$ cat config.mk
export PLATFORM = sky130hd
export DESIGN_NAME = fpiw_store_unit
export DESIGN_NICKNAME = d
export VERILOG_FILES = /design/src/rtl/fpiw_pkg.sv /design/src/rtl/fpiw_decode.sv /design/src/rtl/fpiw_agu.sv /design/src/rtl/fpiw_lane.sv /design/src/rtl/fpiw_rsv_match.sv /design/src/rtl/fpiw_store_unit.sv
export SDC_FILE = /design/constraint.sdc
export NUM_CORES = 1
export LEC_CHECK = 0
export BUFFER_PORTS_ARGS = -buffer_cell sky130_fd_sc_hd__buf_2
export CAP_MARGIN = 5
export CORE_ASPECT_RATIO = 1.5
export CORE_MARGIN = 2
export CORE_UTILIZATION = 35
export CTS_BUF_LIST = sky130_fd_sc_hd__clkbuf_16
export DETAILED_ROUTE_END_ITERATION = 16
export GPL_TIMING_DRIVEN = 0
export PLACE_DENSITY = 0.68
export SYNTH_ARGS = -nofsm -noshare
export SYNTH_HDL_FRONTEND = slang
export SYNTH_SLANG_ARGS = --single-unit
export TNS_END_PERCENT = 30
$ cat constraint.sdc
create_clock -name clk -period 4.2 [get_ports clk]
set_clock_uncertainty 0.05 [all_clocks]
set_input_delay 0.63 -clock clk [delete_from_list [all_inputs] [get_ports clk]]
set_output_delay 0.63 -clock clk [all_outputs]
set_load 0.005 [all_outputs]
$ cat src/rtl/fpiw_pkg.sv
package fpiw_pkg;
  localparam int unsigned WORD_W  = 32;
  localparam int unsigned LANES   = WORD_W / 8;
  localparam logic [5:0]  PRIM_OP = 6'd31;
  localparam logic [9:0]  EXT_OP  = 10'd983;

  typedef enum logic [1:0] {ST_IDLE, ST_LO, ST_HI} st_e;

  typedef struct packed {
    logic hit;
    logic base_zero;
  } dec_t;
endpackage

$ cat src/rtl/fpiw_decode.sv
module fpiw_decode
  import fpiw_pkg::*;
(
  input  logic [31:0] instr,
  output dec_t        dec
);
  logic [5:0] prim;
  logic [9:0] ext;
  logic [4:0] base_f;

  assign prim   = instr[31:26];
  assign ext    = instr[10:1];
  assign base_f = instr[20:16];

  always_comb begin
    dec.hit       = (prim == PRIM_OP) && (ext == EXT_OP);
    dec.base_zero = (base_f == 5'd0);
  end
endmodule

$ cat src/rtl/fpiw_agu.sv
module fpiw_agu #(
  parameter int unsigned XLEN   = 64,
  parameter int unsigned ADDR_W = 32
) (
  input  logic              base_zero,
  input  logic [XLEN-1:0]   base,
  input  logic [XLEN-1:0]   index,
  output logic [ADDR_W-1:0] ea
);
  logic [XLEN-1:0] base_sel;
  logic [XLEN-1:0] sum;

  assign base_sel = base_zero ? '0 : base;
  assign sum      = base_sel + index;
  assign ea       = sum[ADDR_W-1:0];
endmodule

$ cat src/rtl/fpiw_lane.sv
module fpiw_lane
  import fpiw_pkg::*;
(
  input  logic [WORD_W-1:0] word,
  input  logic [1:0]        off,
  input  logic              hi,
  output logic [WORD_W-1:0] data,
  output logic [LANES-1:0]  be
);
  logic [5:0] sh_lo;
  logic [5:0] sh_hi;

  assign sh_lo = {1'b0, off, 3'b000};
  assign sh_hi = 6'd32 - sh_lo;
  assign data  = hi ? (word << sh_hi) : (word >> sh_lo);

  for (genvar i = 0; i < LANES; i++) begin : g_lane
    logic first_word;
    assign first_word    = (2'(i) >= off);
    assign be[LANES-1-i] = hi ? !first_word : first_word;
  end
endmodule

$ cat src/rtl/fpiw_rsv_match.sv
module fpiw_rsv_match #(
  parameter int unsigned ADDR_W = 32
) (
  input  logic              track_en,
  input  logic              active,
  input  logic [ADDR_W-1:0] rsv_addr,
  input  logic [ADDR_W-1:0] ea,
  input  logic              straddle,
  output logic              hit
);
  localparam int unsigned GW = ADDR_W - 2;
  logic [GW-1:0] g_first;
  logic [GW-1:0] g_next;
  logic [GW-1:0] g_rsv;

  assign g_first = ea[ADDR_W-1:2];
  assign g_next  = g_first + GW'(1);
  assign g_rsv   = rsv_addr[ADDR_W-1:2];
  assign hit     = track_en && active &&
                   ((g_rsv == g_first) || (straddle && (g_rsv == g_next)));
endmodule

$ cat src/rtl/fpiw_store_unit.sv
module fpiw_store_unit
  import fpiw_pkg::*;
#(
  parameter int unsigned XLEN   = 64,
  parameter int unsigned FLEN   = 64,
  parameter int unsigned ADDR_W = 32
) (
  input  logic              clk,
  input  logic              rst_n,
  input  logic              iss_valid,
  output logic              iss_ready,
  input  logic [31:0]       iss_instr,
  input  logic [ADDR_W-1:0] iss_pc,
  input  logic [XLEN-1:0]   iss_gpr_a,
  input  logic [XLEN-1:0]   iss_gpr_b,
  input  logic [FLEN-1:0]   iss_fpr,
  input  logic              msr_fp,
  input  logic              rsv_track_en,
  input  logic              rsv_active,
  input  logic [ADDR_W-1:0] rsv_addr,
  output logic              mem_valid,
  input  logic              mem_ready,
  output logic [ADDR_W-1:0] mem_addr,
  output logic [31:0]       mem_data,
  output logic [3:0]        mem_be,
  output logic              pc_we,
  output logic [ADDR_W-1:0] pc_next,
  output logic              rsv_clear,
  output logic              exc_fp_unavail,
  output logic              illegal_insn
);
  localparam int unsigned GW = ADDR_W - 2;

  dec_t              dec;
  logic [ADDR_W-1:0] ea_d;
  st_e               st_q;
  logic [ADDR_W-1:0] ea_q;
  logic [ADDR_W-1:0] pc_q;
  logic [WORD_W-1:0] word_q;
  logic              accept;
  logic              start;
  logic              hi_beat;
  logic              straddle;
  logic              last_beat;
  logic              rsv_hit;
  logic [GW-1:0]     beat_g;

  fpiw_decode u_dec (.instr(iss_instr), .dec(dec));

  fpiw_agu #(.XLEN(XLEN), .ADDR_W(ADDR_W)) u_agu (
    .base_zero(dec.base_zero), .base(iss_gpr_a), .index(iss_gpr_b), .ea(ea_d)
  );

  assign iss_ready      = (st_q == ST_IDLE);
  assign accept         = iss_valid && iss_ready;
  assign illegal_insn   = accept && !dec.hit;
  assign exc_fp_unavail = accept && dec.hit && !msr_fp;
  assign start          = accept && dec.hit && msr_fp;

  assign hi_beat   = (st_q == ST_HI);
  assign straddle  = (ea_q[1:0] != 2'b00);
  assign last_beat = hi_beat || !straddle;
  assign mem_valid = (st_q != ST_IDLE);
  assign beat_g    = ea_q[ADDR_W-1:2] + GW'(hi_beat);
  assign mem_addr  = {beat_g, 2'b00};

  fpiw_lane u_lane (
    .word(word_q), .off(ea_q[1:0]), .hi(hi_beat), .data(mem_data), .be(mem_be)
  );

  fpiw_rsv_match #(.ADDR_W(ADDR_W)) u_rsv (
    .track_en(rsv_track_en), .active(rsv_active), .rsv_addr(rsv_addr),
    .ea(ea_q), .straddle(straddle), .hit(rsv_hit)
  );

  assign pc_we     = mem_valid && mem_ready && last_beat;
  assign pc_next   = pc_q + ADDR_W'(4);
  assign rsv_clear = pc_we && rsv_hit;

  always_ff @(posedge clk) begin
    if (!rst_n) begin
      st_q   <= ST_IDLE;
      ea_q   <= '0;
      pc_q   <= '0;
      word_q <= '0;
    end else begin
      unique case (st_q)
        ST_IDLE: if (start) begin
          st_q   <= ST_LO;
          ea_q   <= ea_d;
          pc_q   <= iss_pc;
          word_q <= iss_fpr[WORD_W-1:0];
        end
        ST_LO: if (mem_ready) st_q <= last_beat ? ST_IDLE : ST_HI;
        ST_HI: if (mem_ready) st_q <= ST_IDLE;
        default: st_q <= ST_IDLE;
      endcase
    end
  end
endmodule

Word-level counts from Yosys, hierarchy flattened
Cells that the tools add are included. Widths: inputs -> output; s select.

Register bits: 98. Input port bits: 295.

Add/sub/neg operators: 5. Order comparisons: 4. Equality and inequality tests: 9. Shifts and indexed selects: 2. Muxes and demuxes: 11. Reductions and logical operators: 27.

Operators by type and width (number): $mux 32 (2); $eq 30x30->1 (2); $add 32x3->32 const B (1); $add 32x32->32 (1); $shl 32x6->32 (1); $shr 32x5->32 (1); $add 30x1->30 (1); $add 30x1->30 const B (1); $logic_and 1x1->1 (12); $eq 10x10->1 const B (1); $mux 2 (4); $logic_not 1->1 (7); $eq 6x5->1 const B (1); $pmux 2 s3 (1); $sub 6x5->6 const A (1); $logic_not 5->1 (1); $ge 1x2->1 const A (2); $ge 2x2->1 const A (2); $mux 1 (4); $ne 2x2->1 const B (2); $reduce_bool 2->1 (2); $reduce_and 3->1 (1); $eq 2x1->1 const B (1); $eq 2x2->1 const B (1); other kinds (4) (5).

Depth between registers and ports, before layout
Depth in word-level cells: 6. Gate-level depth with buffers: 15. Gate-level depth less buffers: 14.

Hierarchy
From an unflattened synthesis, not the netlist that was laid out.

Cells, all modules: 1199. Area total of the unflattened synthesis: 9061.2 um^2.

Modules (own cells, without submodules): fpiw_store_unit (instances 1, cells each 606, area each 4813.4 um^2, sequential area each 1961.9 um^2); fpiw_agu (instances 1, cells each 266, area each 1891.8 um^2, sequential area each 0.0 um^2); fpiw_rsv_match (instances 1, cells each 176, area each 1209.9 um^2, sequential area each 0.0 um^2); fpiw_lane (instances 1, cells each 144, area each 1096.1 um^2, sequential area each 0.0 um^2); fpiw_decode (instances 1, cells each 7, area each 50.0 um^2, sequential area each 0.0 um^2).

Worst setup path before layout
Ideal clock, no wire load.

Kind: input port to flip-flop. Start point: input iss_instr[16]. End point: register ea_q[29]. Setup time: 0.117 ns. Arrival: 3.744 ns. Required time: 4.033 ns. Setup slack: 0.288 ns. Cell stages on the path: 14. Cell sequence: or4_1 -> nor2_1 -> clkbuf_1 -> nor2b_1 -> ha_1 -> clkbuf_1 -> a41oi_1 -> o21ai_0 -> a22oi_2 -> nand4_1 -> a41oi_1 -> o21ai_1 -> a311o_1 -> a32o_1.

Word-level cells in the longest chain between the ends: 3.

Ends and longest elaborated chain: start, declared (line fpiw_store_unit.sv:12) `input logic [31:0] iss_instr,`; $logic_not 5->1 (line fpiw_decode.sv:17) `dec.base_zero = (base_f == 5'd0);`; $mux 32 (line fpiw_agu.sv:13) `assign base_sel = base_zero ? '0 : base;`; $add 32x32->32 (line fpiw_agu.sv:14) `assign sum = base_sel + index;`; end signal, assigned (line fpiw_store_unit.sv:83) `ea_q <= '0;`; end signal, assigned (line fpiw_store_unit.sv:90) `ea_q <= ea_d;`; end, declared (line fpiw_store_unit.sv:37) `logic [ADDR_W-1:0] ea_q;`.

No other way between the ends. A chain may end at the register's enable or synchronous reset.

Final worst setup path
Start point: register ea_q[0]. End point: output rsv_clear.

Word-level cells in the longest chain between the ends: 5.

Ends and longest elaborated chain: $reduce_bool 2->1 (*) (line fpiw_store_unit.sv:61) `assign straddle = (ea_q[1:0] != 2'b00);`; $logic_not 1->1 / $logic_and 1x1->1 (equally long branches) (line fpiw_store_unit.sv:62, fpiw_rsv_match.sv:20); $logic_or 1x1->1, on equally long branches (line fpiw_store_unit.sv:62, fpiw_rsv_match.sv:20); $logic_and 1x1->1, on equally long branches (line fpiw_store_unit.sv:76, fpiw_rsv_match.sv:19); $logic_and 1x1->1 (*) (line fpiw_store_unit.sv:78) `assign rsv_clear = pc_we && rsv_hit;`; end, declared (line fpiw_store_unit.sv:28) `output logic rsv_clear,`.

Every way passes the cells marked *; elsewhere a longest branch is shown, timed or not.

==> flow_metrics.py <==
metrics = {
    "floorplan": {
        "core_mm2": 0.0237,
        "num_rows": 69,
        "dieHeight_um": 195,
        "initial_core_util_pct": 35.7,
        "pin_count": 401,
        "die_width_um": 131,
        "dieArea_mm2": 0.0255,
    },
    "pwr": {
        "peakVddDrop_uv": 181,
        "p_int_mw": 1.60,
        "power.density_mw_per_mm2": 209,
        "p_comb_share_pct": 19.9,
        "p_switching_mw": 0.658,
        "p_seq_share_pct": 41.0,
        "p_leak_nw": 4.54,
        "clockPowerShare_pct": 39.0,
        "sw_frac_of_total_pct": 29.1,
    },
    "synthesis": {
        "synth_most_common_cell": "nand2_1",
        "ys_seq_area_share_pct": 23.1,
        "synth_xor_area_share_pct": 12.9,
        "synth_edf_count": 0,
        "synthCells": 1191,
        "synthMuxAreaShare_pct": 4.15,
        "ys_ff_latch": 98,
        "ys_top_cells_by_count": "224 x nand2_1, 157 x a21oi_1, 98 x dfxtp_1",
        "synth_area_per_cell_um2": 7.12,
        "synth_compound_area_share_pct": 20.3,
        "netlist.top_cell.by_area": "dfxtp_1",
        "netlist_area_mm2": 0.00848,
        "synth_warnings": 0,
        "ys_async_sr_fraction_pct": 0,
        "yosys.cell_types.count": 74,
        "synth_ff_type": "dfxtp_1",
        "yosysTopAreaCellShare_pct": 23.1,
        "synth_top_family_by_area": "simple AND/OR/NAND/NOR gates",
        "synthAdderAreaFrac_pct": 5.99,
        "yosys.area_share.simple_pct": 28.8,
        "yosys-top-cells-area": "dfxtp_1 23%, nand2_1 9.9%, a21oi_1 9.3%",
    },
    "drt": {
        "wl_per_cell_um": 18.4,
        "via_per_inst": 5.39,
        "drcViolationCount": 0,
        "dr.pass1.iters": 5,
        "vias": 9844,
        "drtIter0Drc": 748,
        "ant_nets": 0,
        "totalWireLength_mm": 33.7,
    },
    "global_route": {
        "antenna_found_initial": 5,
        "use_met1_pct": 33.1,
        "overflow": 0,
        "busiest_layer": "met2",
        "grt_pass1_wl_mm": 49.8,
        "grt_max_degree": 19,
        "grt_use_met3_pct": 3.28,
        "track_usage_pct": 25.3,
        "met2_usage_pct": 40.7,
        "grt_pass1_vias": 9177,
    },
    "finish": {
        "fin_nets": 1834,
        "design_area_mm2": 0.0108,
        "layout.cells.non_filler": 1828,
        "multi_input_area_mm2": 0.00619,
        "area_delta_synth_final_pct": 27.5,
        "fill_cells": 2492,
        "ff_latch_area_mm2": 0.00196,
        "drive_gt1_share_pct": 24.5,
    },
    "place": {
        "dpl.hpwl_mm": 27.3,
        "post-place-ws_ns": -0.666,
        "placed_area_mm2": 0.0103,
        "port-buffer-count": 288,
        "placed_cells": 1799,
        "gp_congestion": 0.966,
    },
    "sta": {
        "finalSetupTns_ns": 0,
        "fmax_ghz": 0.244,
        "whs_ns": 0.411,
        "slew_violations": 0,
        "slew_headroom_pct": 39.4,
        "hold_viol": 0,
        "final.setup.worst_slack_ns": 0.0934,
        "min_period_ns": 4.11,
        "period_share_pct": 97.8,
        "worst_pin_slew_ns": 0.906,
        "finalSetupViolCount": 0,
    },
    "clock_tree": {
        "cts_buffers": 9,
        "cts-root-buf": "clkbuf_16",
        "cts.path.max_buffers": 2,
        "cts_tree": "yes",
        "numClockSinks": 98,
        "insertion_delay_ns": 0.36,
        "clkTransAtPathRegs_ns": 0.07,
        "postCtsHoldBufs": 0,
        "htree_levels": 3,
    },
    "critical_path": {
        "critPathBufInv": 5,
        "critPathArrivalTime_ns": 3.43,
        "cp_top_family": "simple AND/OR/NAND/NOR gates",
        "crit_chain": "buf_6 > clkinv_4 > clkbuf_8 > ha_2 > inv_2 > ha_2 > nor3b_4 > nand3_4 > or4_1 > or4_1 > o31ai_2 > buf_2",
        "crit_required_ns": 3.52,
        "critPathKind": "flip-flop to output port",
        "slowest_delay_ns": 0.52,
        "crit_slowest_cell": "or4_1",
        "crit_path_max_fanout": 10,
        "end_kind": "output port",
        "critPathLaunchType": "flip-flop",
        "critPathLaunch": "ea_q[0]",
        "rr_startpoint": "st_q[0]",
    },
    "status": {
        "outcome": "complete, no violations",
    },
    "hold_path": {
        "worstHoldStart": "pc_q[0]",
        "hold_path_class": "flip-flop to flip-flop",
    },
    "run": {
        "cap_violations": 0,
    },
}
[layout by cell type (no fill, tap or decap), types with 7 or more instances in the layout]
cell type / n
a211oi_1: 7
clkbuf_1: 45
nand4_1: 34
nor2_1: 83
nand2_1: 224
inv_1: 14
nor3_1: 15
xor2_1: 56
buf_2: 298
o22ai_1: 16
a21oi_1: 156
buf_4: 16
buf_1: 8
nand2b_1: 9
xnor2_1: 68
a21o_1: 14
dfxtp_1: 98
mux2i_1: 34
ha_1: 37
nand3_1: 40
o21ai_0: 38
clkbuf_16: 9
and3_1: 13
nor2b_1: 39
[worst register-to-register path, stage by stage, from the launching register on]
cell and delay [ns]:
dfxtp_1 0.32, nor2_1 0.59, nand3_1 0.19, nor2_1 0.73, buf_2 0.45, buf_1 0.39, nand2_1 0.13, a21oi_1 0.13
[kinds of logic (layout without fill, tap and decap cells)]
group,Yosys count,after routing
flops,98,98
compound gates,291,291
xor+xnor,125,125
fa+ha+maj,40,40
mux,35,35
buf+inv,95,407
simple gates,506,506
other cells,1,7
[sequential cells by signal, indices dropped and copies added (netlist names)]
| register | flops |
|---|---|
| word_q | 32 |
| st_q | 2 |
| ea_q | 32 |
| pc_q | 32 |
[through the flow]
stage | power (mW) | util [%]
6_report | 2.26 | 45.5
3_5_place_dp | 1.39 | 43.5
2_1_floorplan | 1.22 | -
3_3_place_gp | 1.39 | 43.5
5_1_grt | 2.35 | 45.5
4_1_cts | 2.26 | 45.1
[cell type report]
class,instances,share of cell area [%]
multi-input cells,999,57.3
flip-flops and latches,98,18.1
repair buffers,297,14.0
well taps,319,3.69
plain buffers,76,3.25
clock buffers,9,2.08
clock inverters,7,0.787
inverters,18,0.706
diodes,5,0.116
[final timing paths]
path	cells past startpoint	end	slack, ns
worst max-delay path	12	rsv_clear	0.09
worst min-delay path	2	pc_q[0]	0.41
worst max register to register	7	pc_q[12]	1.15
worst min register to register	2	pc_q[0]	0.41
[layer usage]
metal / part of all wire [%] / up-vias
met3: 6.7 / 69
met2: 46 / 421
met1: 43 / 4562
li1: - / 4792
met5: 0 / -
met4: 4.3 / 0
[power groups by stage]
stage | Sequential (mW) | Combinational (mW) | Clock, mW
2_1_floorplan | 0.950 | 0.266 | 0
3_3_place_gp | 0.950 | 0.436 | 0
3_5_place_dp | 0.950 | 0.437 | 0
4_1_cts | 0.928 | 0.444 | 0.893
5_1_grt | 0.928 | 0.495 | 0.926
6_report | 0.928 | 0.451 | 0.883
[what timing repair did]
action                     CTS  global route
setup buffers                1             8
pin swaps                    1             3
setup endpoints to repair   50            18
gates cloned                 0             0
resized for setup           19            12
No activity file was read; power rests on OpenSTA's default activity.
